--- src/rtl/mcell_pkg.sv ---
package mcell_pkg;

  typedef enum logic [1:0] {
    MODE_RSVD   = 2'b00,
    MODE_REG    = 2'b01,
    MODE_SIMPLE = 2'b10,
    MODE_CPLX   = 2'b11
  } mode_e;

  // Strobes from the mode decoder to the datapath
  typedef struct packed {
    logic useReg;      // data and feedback from flip-flop
    logic oeFromTerm;  // first product term enables the pin
    logic oeFromPin;   // shared active-low pin enables
    logic oeAlways;    // pin always driven
    logic dropFirst;   // first term excluded from the OR
  } strobe_t;

endpackage

--- src/rtl/mcell_ctrl.sv ---
module mcell_ctrl
  import mcell_pkg::*;
(
  input  logic [1:0] globalMode,
  input  logic       cellFunc,
  output strobe_t    strb
);

  mode_e modeDec;

  always_comb begin
    modeDec = mode_e'(globalMode);
    strb = '0;
    unique case (modeDec)
      MODE_SIMPLE: begin
        strb.oeAlways = ~cellFunc;
      end
      MODE_CPLX: begin
        strb.oeFromTerm = 1'b1;
        strb.dropFirst  = 1'b1;
      end
      MODE_REG: begin
        if (cellFunc) begin
          strb.oeFromTerm = 1'b1;
          strb.dropFirst  = 1'b1;
        end else begin
          strb.useReg    = 1'b1;
          strb.oeFromPin = 1'b1;
        end
      end
      default: strb = '0;
    endcase
  end

  // Only one enable source may be selected at a time
  always_comb begin
    assert_one_oe_src_R1: assert ($onehot0({strb.oeFromTerm, strb.oeFromPin, strb.oeAlways}));
  end

endmodule

--- src/rtl/mcell_dpath.sv ---
module mcell_dpath
  import mcell_pkg::*;
#(
  parameter int NTERM = 8
) (
  input  logic             clk,
  input  logic             rstN,
  input  strobe_t          strb,
  input  logic             polInv,
  input  logic [NTERM-1:0] termIn,
  input  logic             oePinN,
  input  logic             pinIn,
  input  logic             preloadEn,
  input  logic             preloadVal,
  output logic             pinOut,
  output logic             pinOe,
  output logic             fbOut
);

  localparam int LAST = NTERM - 1;

  logic [NTERM-1:0] orChain;   // OR of terms 1..i
  logic sumAll, sumRest, combVal, regD, regQ;

  assign orChain[0] = 1'b0;
  generate
    for (genvar i = 1; i < NTERM; i++) begin : g_or
      assign orChain[i] = orChain[i-1] | termIn[i];
    end
  endgenerate

  assign sumRest = orChain[LAST];
  assign sumAll  = sumRest | termIn[0];
  assign combVal = (strb.dropFirst ? sumRest : sumAll) ^ polInv;
  assign regD    = sumAll ^ polInv;

  always_ff @(posedge clk or negedge rstN) begin
    if (!rstN)          regQ <= 1'b0;
    else if (preloadEn) regQ <= preloadVal;
    else                regQ <= regD;
  end

  assign pinOut = strb.useReg ? regQ : combVal;
  assign fbOut  = strb.useReg ? regQ : pinIn;
  assign pinOe  = strb.oeAlways
                | (strb.oeFromTerm & termIn[0])
                | (strb.oeFromPin & ~oePinN);

  // preload wins over the captured sum
  assert_preload_load_R9: assert property (@(posedge clk) disable iff (!rstN)
    ($past(rstN) && $past(preloadEn)) |-> (regQ == $past(preloadVal)));

  // registered cell shows the sum captured at the previous edge
  assert_reg_capture_R6: assert property (@(posedge clk) disable iff (!rstN)
    ($past(rstN) && !$past(preloadEn) && strb.useReg)
      |-> (pinOut == ($past(|termIn) ^ $past(polInv))));

endmodule

--- src/rtl/out_macrocell.sv ---
module out_macrocell
  import mcell_pkg::*;
#(
  parameter int NTERM = 8
) (
  input  logic             clk,
  input  logic             rstN,
  input  logic [1:0]       globalMode,
  input  logic             cellFunc,
  input  logic             polInv,
  input  logic [NTERM-1:0] termIn,
  input  logic             oePinN,
  input  logic             pinIn,
  input  logic             preloadEn,
  input  logic             preloadVal,
  output logic             pinOut,
  output logic             pinOe,
  output logic             fbOut
);

  strobe_t strb;

  mcell_ctrl i_ctrl (
    .globalMode(globalMode),
    .cellFunc  (cellFunc),
    .strb      (strb)
  );

  mcell_dpath #(.NTERM(NTERM)) i_dpath (
    .clk       (clk),
    .rstN      (rstN),
    .strb      (strb),
    .polInv    (polInv),
    .termIn    (termIn),
    .oePinN    (oePinN),
    .pinIn     (pinIn),
    .preloadEn (preloadEn),
    .preloadVal(preloadVal),
    .pinOut    (pinOut),
    .pinOe     (pinOe),
    .fbOut     (fbOut)
  );

  assert_rsvd_off_R1: assert property (@(posedge clk) disable iff (!rstN)
    (globalMode == 2'b00) |-> (!pinOe && fbOut == pinIn));

  assert_simple_on_R2: assert property (@(posedge clk) disable iff (!rstN)
    (globalMode == 2'b10 && !cellFunc) |-> pinOe);

  assert_simple_in_R3: assert property (@(posedge clk) disable iff (!rstN)
    (globalMode == 2'b10 && cellFunc) |-> (!pinOe && fbOut == pinIn));

  assert_cplx_oe_R4: assert property (@(posedge clk) disable iff (!rstN)
    (globalMode == 2'b11) |-> (pinOe == termIn[0]));

  assert_reg_oe_R6: assert property (@(posedge clk) disable iff (!rstN)
    (globalMode == 2'b01 && !cellFunc) |-> (pinOe == !oePinN && fbOut == pinOut));

endmodule

--- config.mk ---
export PLATFORM = sky130hd
export DESIGN_NAME = out_macrocell
export DESIGN_NICKNAME = d
export VERILOG_FILES = /design/src/rtl/mcell_pkg.sv /design/src/rtl/mcell_ctrl.sv /design/src/rtl/mcell_dpath.sv /design/src/rtl/out_macrocell.sv
export SDC_FILE = /design/constraint.sdc
export NUM_CORES = 1
export LEC_CHECK = 0
export BUFFER_PORTS_ARGS = -buffer_cell sky130_fd_sc_hd__buf_2
export CAP_MARGIN = 20
export CORE_AREA = 2 2 39 41
export DETAILED_ROUTE_END_ITERATION = 8
export DIE_AREA = 0 0 41 43
export SLEW_MARGIN = 25
export SYNTH_ARGS = -nofsm -noshare
export SYNTH_HDL_FRONTEND = slang
export SYNTH_HIERARCHICAL = 1
export SYNTH_SLANG_ARGS = --single-unit
--- constraint.sdc ---
create_clock -name clk -period 1.1 [get_ports clk]
set_input_delay 0.055 -clock clk [delete_from_list [all_inputs] [get_ports clk]]
set_output_delay 0.055 -clock clk [all_outputs]
set_load 0.005 [all_outputs]
==> run_results.csv, run 1 <==
group,metric,value,unit
timing,setup_viol,1,
power,p_per_area,399,nW/um2
grt,grt_max_degree,4,
worst_setup_path,path_buf_inv,2,
timing,finalHoldViolations,0,
grt,grt-ovfl-total,0,
job,cap_violations,0,
timing,rsz0062_at_grt,"true",
grt,grt.total_usage,0.0551,
placed_design,dpl_worst_slack,-0.271,ns
synthesis,syn_area_per_cell,7.01,um2
detailed_routing,wirelength,484,um
synthesis,synthArstFlopShare,1.00,
outcome,status,"finished with violations",
timing,timing.fmax,0.752,GHz
grt,grt_first_pass_wirelength,724,um
power,peakVddDrop,108,uV
outcome,violations,"negative setup slack",
worst_setup_path,crit_chain,"buf_6 -> or4_4 -> o31a_1 -> o31ai_2 -> buf_2",
synthesis,synth_top_area_frac,0.143,
worst_setup_path,crit_family,"simple AND/OR/NAND/NOR gates",
worst_setup_path,criticalPathCategory,"input pin to primary output",
die,die_h,43,um
timing,finalCritPeriodShare,1.21,
worst_setup_path,cpMaxStageDelayCell,"or4_4",
detailed_routing,via_per_inst,4.02,
clock_tree,cts_setup_buffers,0,
power,p_leak,0.150,nW
final_layout,multi_input_area,129,um2
placed_design,gp_congestion,0.654,
synthesis,synth_top_flop_cell,"dfrtp_1",
synthesis,synth_nets,43,
synthesis,ys_top_cells_by_area,"dfrtp_1 14%, nor4_1 11%, buf_4 8.6%, nor3b_1 8.6%, o31ai_1 8.6%",
detailed_routing,vias,245,
final_layout,nFillCells,169,
synthesis,yosysTopAreaCell,"dfrtp_1",
die,dieArea,1760,um2
timing,worst_pin_slew,0.343,ns
timing,relSlewSlack,0.769,
worst_setup_path,start_kind,"input pin",
timing,slew_violations,0,
timing,layout_min_cycle_time,1.33,ns
synthesis,yosys_register_bits,1,
worst_setup_path,cp.arrival,1.27,ns
synthesis,syn_area,175,um2
clock_tree,cts.clk_slew.worst_paths,0,ns
final_layout,nets,65,
final_layout,design_area,309,um2
die,die_w,41,um
synthesis,yosys_warnings,6,
min_path,min_path_type,"input pin to register",
worst_setup_path,crit_fanout,2,
power,netSwitchingPower,0.0340,mW
final_layout,antenna_cells,0,
synthesis,synth_cells,25,
detailed_routing,drt_pass1_iterations,2,
die,pin_count,21,
grt,antenna_found_initial,0,
synthesis,synth_cell_types,15,
worst_setup_path,cp-end-kind,"primary output",
worst_setup_path,crit_required,1.04,ns
final_layout,largest_reg_flops,1,
power,clkPwrFrac,0,
power,p_sw_frac,0.275,
power,power_frac_seq,0.331,
final_layout,drive_gt1_frac,0.533,
final_layout,syn_to_final_growth,76.4,%
placed_design,hpwlAfterDp,458,um
timing,setup_slack,-0.230,ns
final_layout,regArea,25.0,um2
placed_design,port_buffers,20,
synthesis,synth_common_cells,"3 x inv_1, 3 x nor4_1",
final_layout,reg_top3,"i_dpath/regQ: 1 flops",
detailed_routing,drt_iter0_drc,1,
die,rows,14,
detailed_routing,avgRoutedWirePerCell,7.93,um
power,p_int,0.0894,mW
detailed_routing,ant_nets,0,
final_layout,regMostFlops,"i_dpath/regQ",
die,core-area,1380,um2
grt,grt_pass1_vias,208,
power,pwr-share-comb,0.669,
die,initial_utilization,0.127,
placed_design,placed_area,293,um2
worst_setup_path,max_stage_delay,0.53,ns
synthesis,synth_edf_count,0,
synthesis,ys_seq_area_frac,0.143,
detailed_routing,route.detailed.drc,0,
==> path summary, 6_finish.rpt <==
| check | from | to | slack [ns] | depth (start not counted) |
|---|---|---|---|---|
| hold / removal | preloadEn | i_dpath/regQ | 0.25 | 2 |
| min in group asynchronous | rstN | i_dpath/regQ | 0.37 | 2 |
| setup / recovery | termIn[6] | pinOut | -0.23 | 5 |
| max in group asynchronous | rstN | i_dpath/regQ | 0.65 | 2 |
==> cell type report <==
cell class,instances,share of cell area
inverter,3,0.0364
multi-input combinational,19,0.417
sequential,1,0.0810
tap,16,0.0648
timing repair buffer,22,0.401
==> layer usage <==
metal  vias to the layer above  track usage  wire (um)
li1                        135            -          -
met1                        97       0.0703        209
met2                        13        0.103        209
met3                         0            0         65
met4                         0            0          0
met5                         -            0          0
==> through the flow <==
| step | total power, mW | std cells | util | hold slack (ns) | setup TNS [ns] |
|---|---|---|---|---|---|
| 6_report | 0.123 | 61 | 0.223 | 0.250 | -0.230 |
| 5_1_grt | 0.134 | 61 | 0.223 | 0.269 | -0.268 |
| 2_1_floorplan | 0.0748 | 25 | - | -0.241 | -0.0241 |
| 4_1_cts | 0.125 | 61 | 0.223 | 0.253 | -0.240 |
| 3_5_place_dp | 0.119 | 60 | 0.212 | -0.169 | -0.271 |
| 3_3_place_gp | 0.117 | 60 | 0.212 | -0.170 | -0.263 |
==> cells by family (layout without fill, tap and decap cells) <==
family | count (synthesis) | after routing | synth area share
simple gates | 11 | 11 | 0.414
flops | 1 | 1 | 0.143
compound gates | 8 | 8 | 0.293
buf+inv | 5 | 25 | 0.150
==> cells in the final DEF (no fill, tap or decap), drive strengths merged <==
master	count
o31ai	2
o31a	1
nor2b	1
dfrtp	1
o21ai	2
dlygate4sd3	1
a21oi	2
or3	1
and3	1
buf	21
inv	3
or4	1
o21a	1
nor3b	2
nor4	3
nand2	2
==> power groups by stage <==
stage	sequential [mW]	clock (mW)	combinational [mW]
after floorplan	0.0408	0	0.0340
after global placement	0.0410	0	0.0764
after detailed placement	0.0409	0	0.0784
after CTS	0.0409	0	0.0836
after global routing	0.0411	0	0.0932
final	0.0409	0	0.0825
==> what timing repair did <==
| item | CTS | global route |
|---|---|---|
| hold buffers | 1 | 0 |
| gates resized for setup | 1 | 0 |
| cloned | 0 | 0 |
| endpoints found under the hold margin | 1 | 0 |
| setup endpoints to repair | 1 | 1 |
| pin swaps | 1 | 0 |
Note: power is estimated with default switching activity, not from simulation.
==> run 2: changes to the inputs <==
Settings changed: BUFFER_PORTS_ARGS -buffer_cell sky130_fd_sc_hd__buf_2 to not set, DONT_BUFFER_PORTS set to 1.
==> run_results.csv, run 2 (synthesis results as in run 1) <==
group,metric,value,unit
detailed_routing,drt_pass1_iterations,3,
final_layout,drive_gt1_frac,0.160,
detailed_routing,route.detailed.drc,0,
grt,grt_first_pass_wirelength,627,um
grt,grt_pass1_vias,179,
final_layout,regMostFlops,"i_dpath/regQ",
worst_setup_path,cp-end-kind,"primary output",
die,die_w,41,um
grt,grt.total_usage,0.0480,
placed_design,gp_congestion,0.641,
power,p_leak,0.0687,nW
worst_setup_path,criticalPathCategory,"input pin to primary output",
final_layout,fin_util,0.146,
worst_setup_path,max_stage_delay,0.52,ns
timing,finalCritPeriodShare,1.06,
detailed_routing,wirelength,449,um
final_layout,syn_to_final_growth,15.7,%
job,cap_violations,0,
timing,timing.fmax,0.855,GHz
worst_setup_path,cp.arrival,1.12,ns
placed_design,port_buffers,0,
worst_setup_path,cp-startpoint,"termIn[6]",
power,peakVddDrop,81.7,uV
worst_setup_path,crit_chain,"or4_4 -> o31a_1 -> o31ai_2",
outcome,status,"finished with violations",
timing,finalHoldViolations,0,
final_layout,regArea,25.0,um2
clock_tree,cts_setup_buffers,0,
die,pin_count,21,
clock_tree,cts.clk_slew.worst_paths,0,ns
placed_design,placed_area,193,um2
min_path,hp-start,"preloadEn",
die,dieArea,1760,um2
timing,slew_violations,0,
grt,grt_max_degree,4,
final_layout,design_area,203,um2
timing,relSlewSlack,0.769,
clock_tree,postCtsResizedCells,0,
detailed_routing,vias,182,
final_layout,reg_top3,"i_dpath/regQ: 1 flops",
die,rows,14,
final_layout,nFillCells,158,
detailed_routing,avgRoutedWirePerCell,11.0,um
outcome,violations,"negative setup slack",
final_layout,antenna_cells,0,
final_layout,multi_input_area,129,um2
final_layout,nets,45,
detailed_routing,via_per_inst,4.44,
final_layout,largest_reg_flops,1,
worst_setup_path,start_kind,"input pin",
worst_setup_path,crit_fanout,2,
detailed_routing,drt_iter0_drc,3,
worst_setup_path,crit_required,1.04,ns
grt,grt-ovfl-total,0,
die,initial_utilization,0.127,
timing,setup_slack,-0.0702,ns
timing,worst_pin_slew,0.343,ns
timing,setup_viol,1,
worst_setup_path,crit_family,"compound AO/OA/AOI/OAI gates",
power,p_per_area,389,nW/um2
final_layout,final_cell_mix,"3 x nor4_1, 3 x inv_1",
min_path,min_path_type,"input pin to register",
timing,rsz0062_at_grt,"true",
worst_setup_path,path_buf_inv,0,
worst_setup_path,cpMaxStageDelayCell,"or4_4",
timing,layout_min_cycle_time,1.17,ns
die,core-area,1380,um2
grt,antenna_found_initial,0,
detailed_routing,ant_nets,0,
placed_design,dpl_worst_slack,-0.0731,ns
die,die_h,43,um
-- run 2: worst paths after layout --
path / endpoint / cells after the start
max in group asynchronous: i_dpath/regQ / 1
worst min-delay path: i_dpath/regQ / 1
worst max-delay path: pinOut / 3
min in group asynchronous: i_dpath/regQ / 1
-- run 2: area by class of cell --
class                      count  share of cell area
timing repair buffer           2              0.0864
tap                           16              0.0988
sequential                     1               0.123
multi-input combinational     19               0.636
inverter                       3              0.0556
-- run 2: where the power goes --
group / total [mW] / internal [mW] / leakage [nW] / switching, mW
Combinational: 0.0376 / 0.0208 / 0.0567 / 0.0168
Clock: 0 / 0 / 0 / 0
Sequential: 0.0412 / 0.0403 / 0.0120 / 0.000863
-- run 2: timing repair --
item,4_1_cts,5_1_grt
setup endpoints to repair,1,1
hold buffers,1,0
hold endpoints to repair,1,0
-- run 2: per-layer routing --
layer / global-route usage / wire (um) / vias to the layer above
met5: 0 / 0 / -
met3: 0.0314 / 104 / 0
li1: - / - / 94
met2: 0.0750 / 185 / 13
met4: 0 / 0 / 0
met1: 0.0573 / 159 / 75
-- run 2: through the flow --
stage | total power [mW] | hold WS (ns) | TNS (ns) | cells
6_report | 0.0788 | 0.159 | -0.0702 | 41
2_1_floorplan | 0.0748 | -0.241 | -0.0241 | 25
3_5_place_dp | 0.0763 | -0.241 | -0.0731 | 40
4_1_cts | 0.0796 | 0.163 | -0.0757 | 41
3_3_place_gp | 0.0763 | -0.241 | -0.0761 | 40
5_1_grt | 0.0830 | 0.180 | -0.0900 | 41
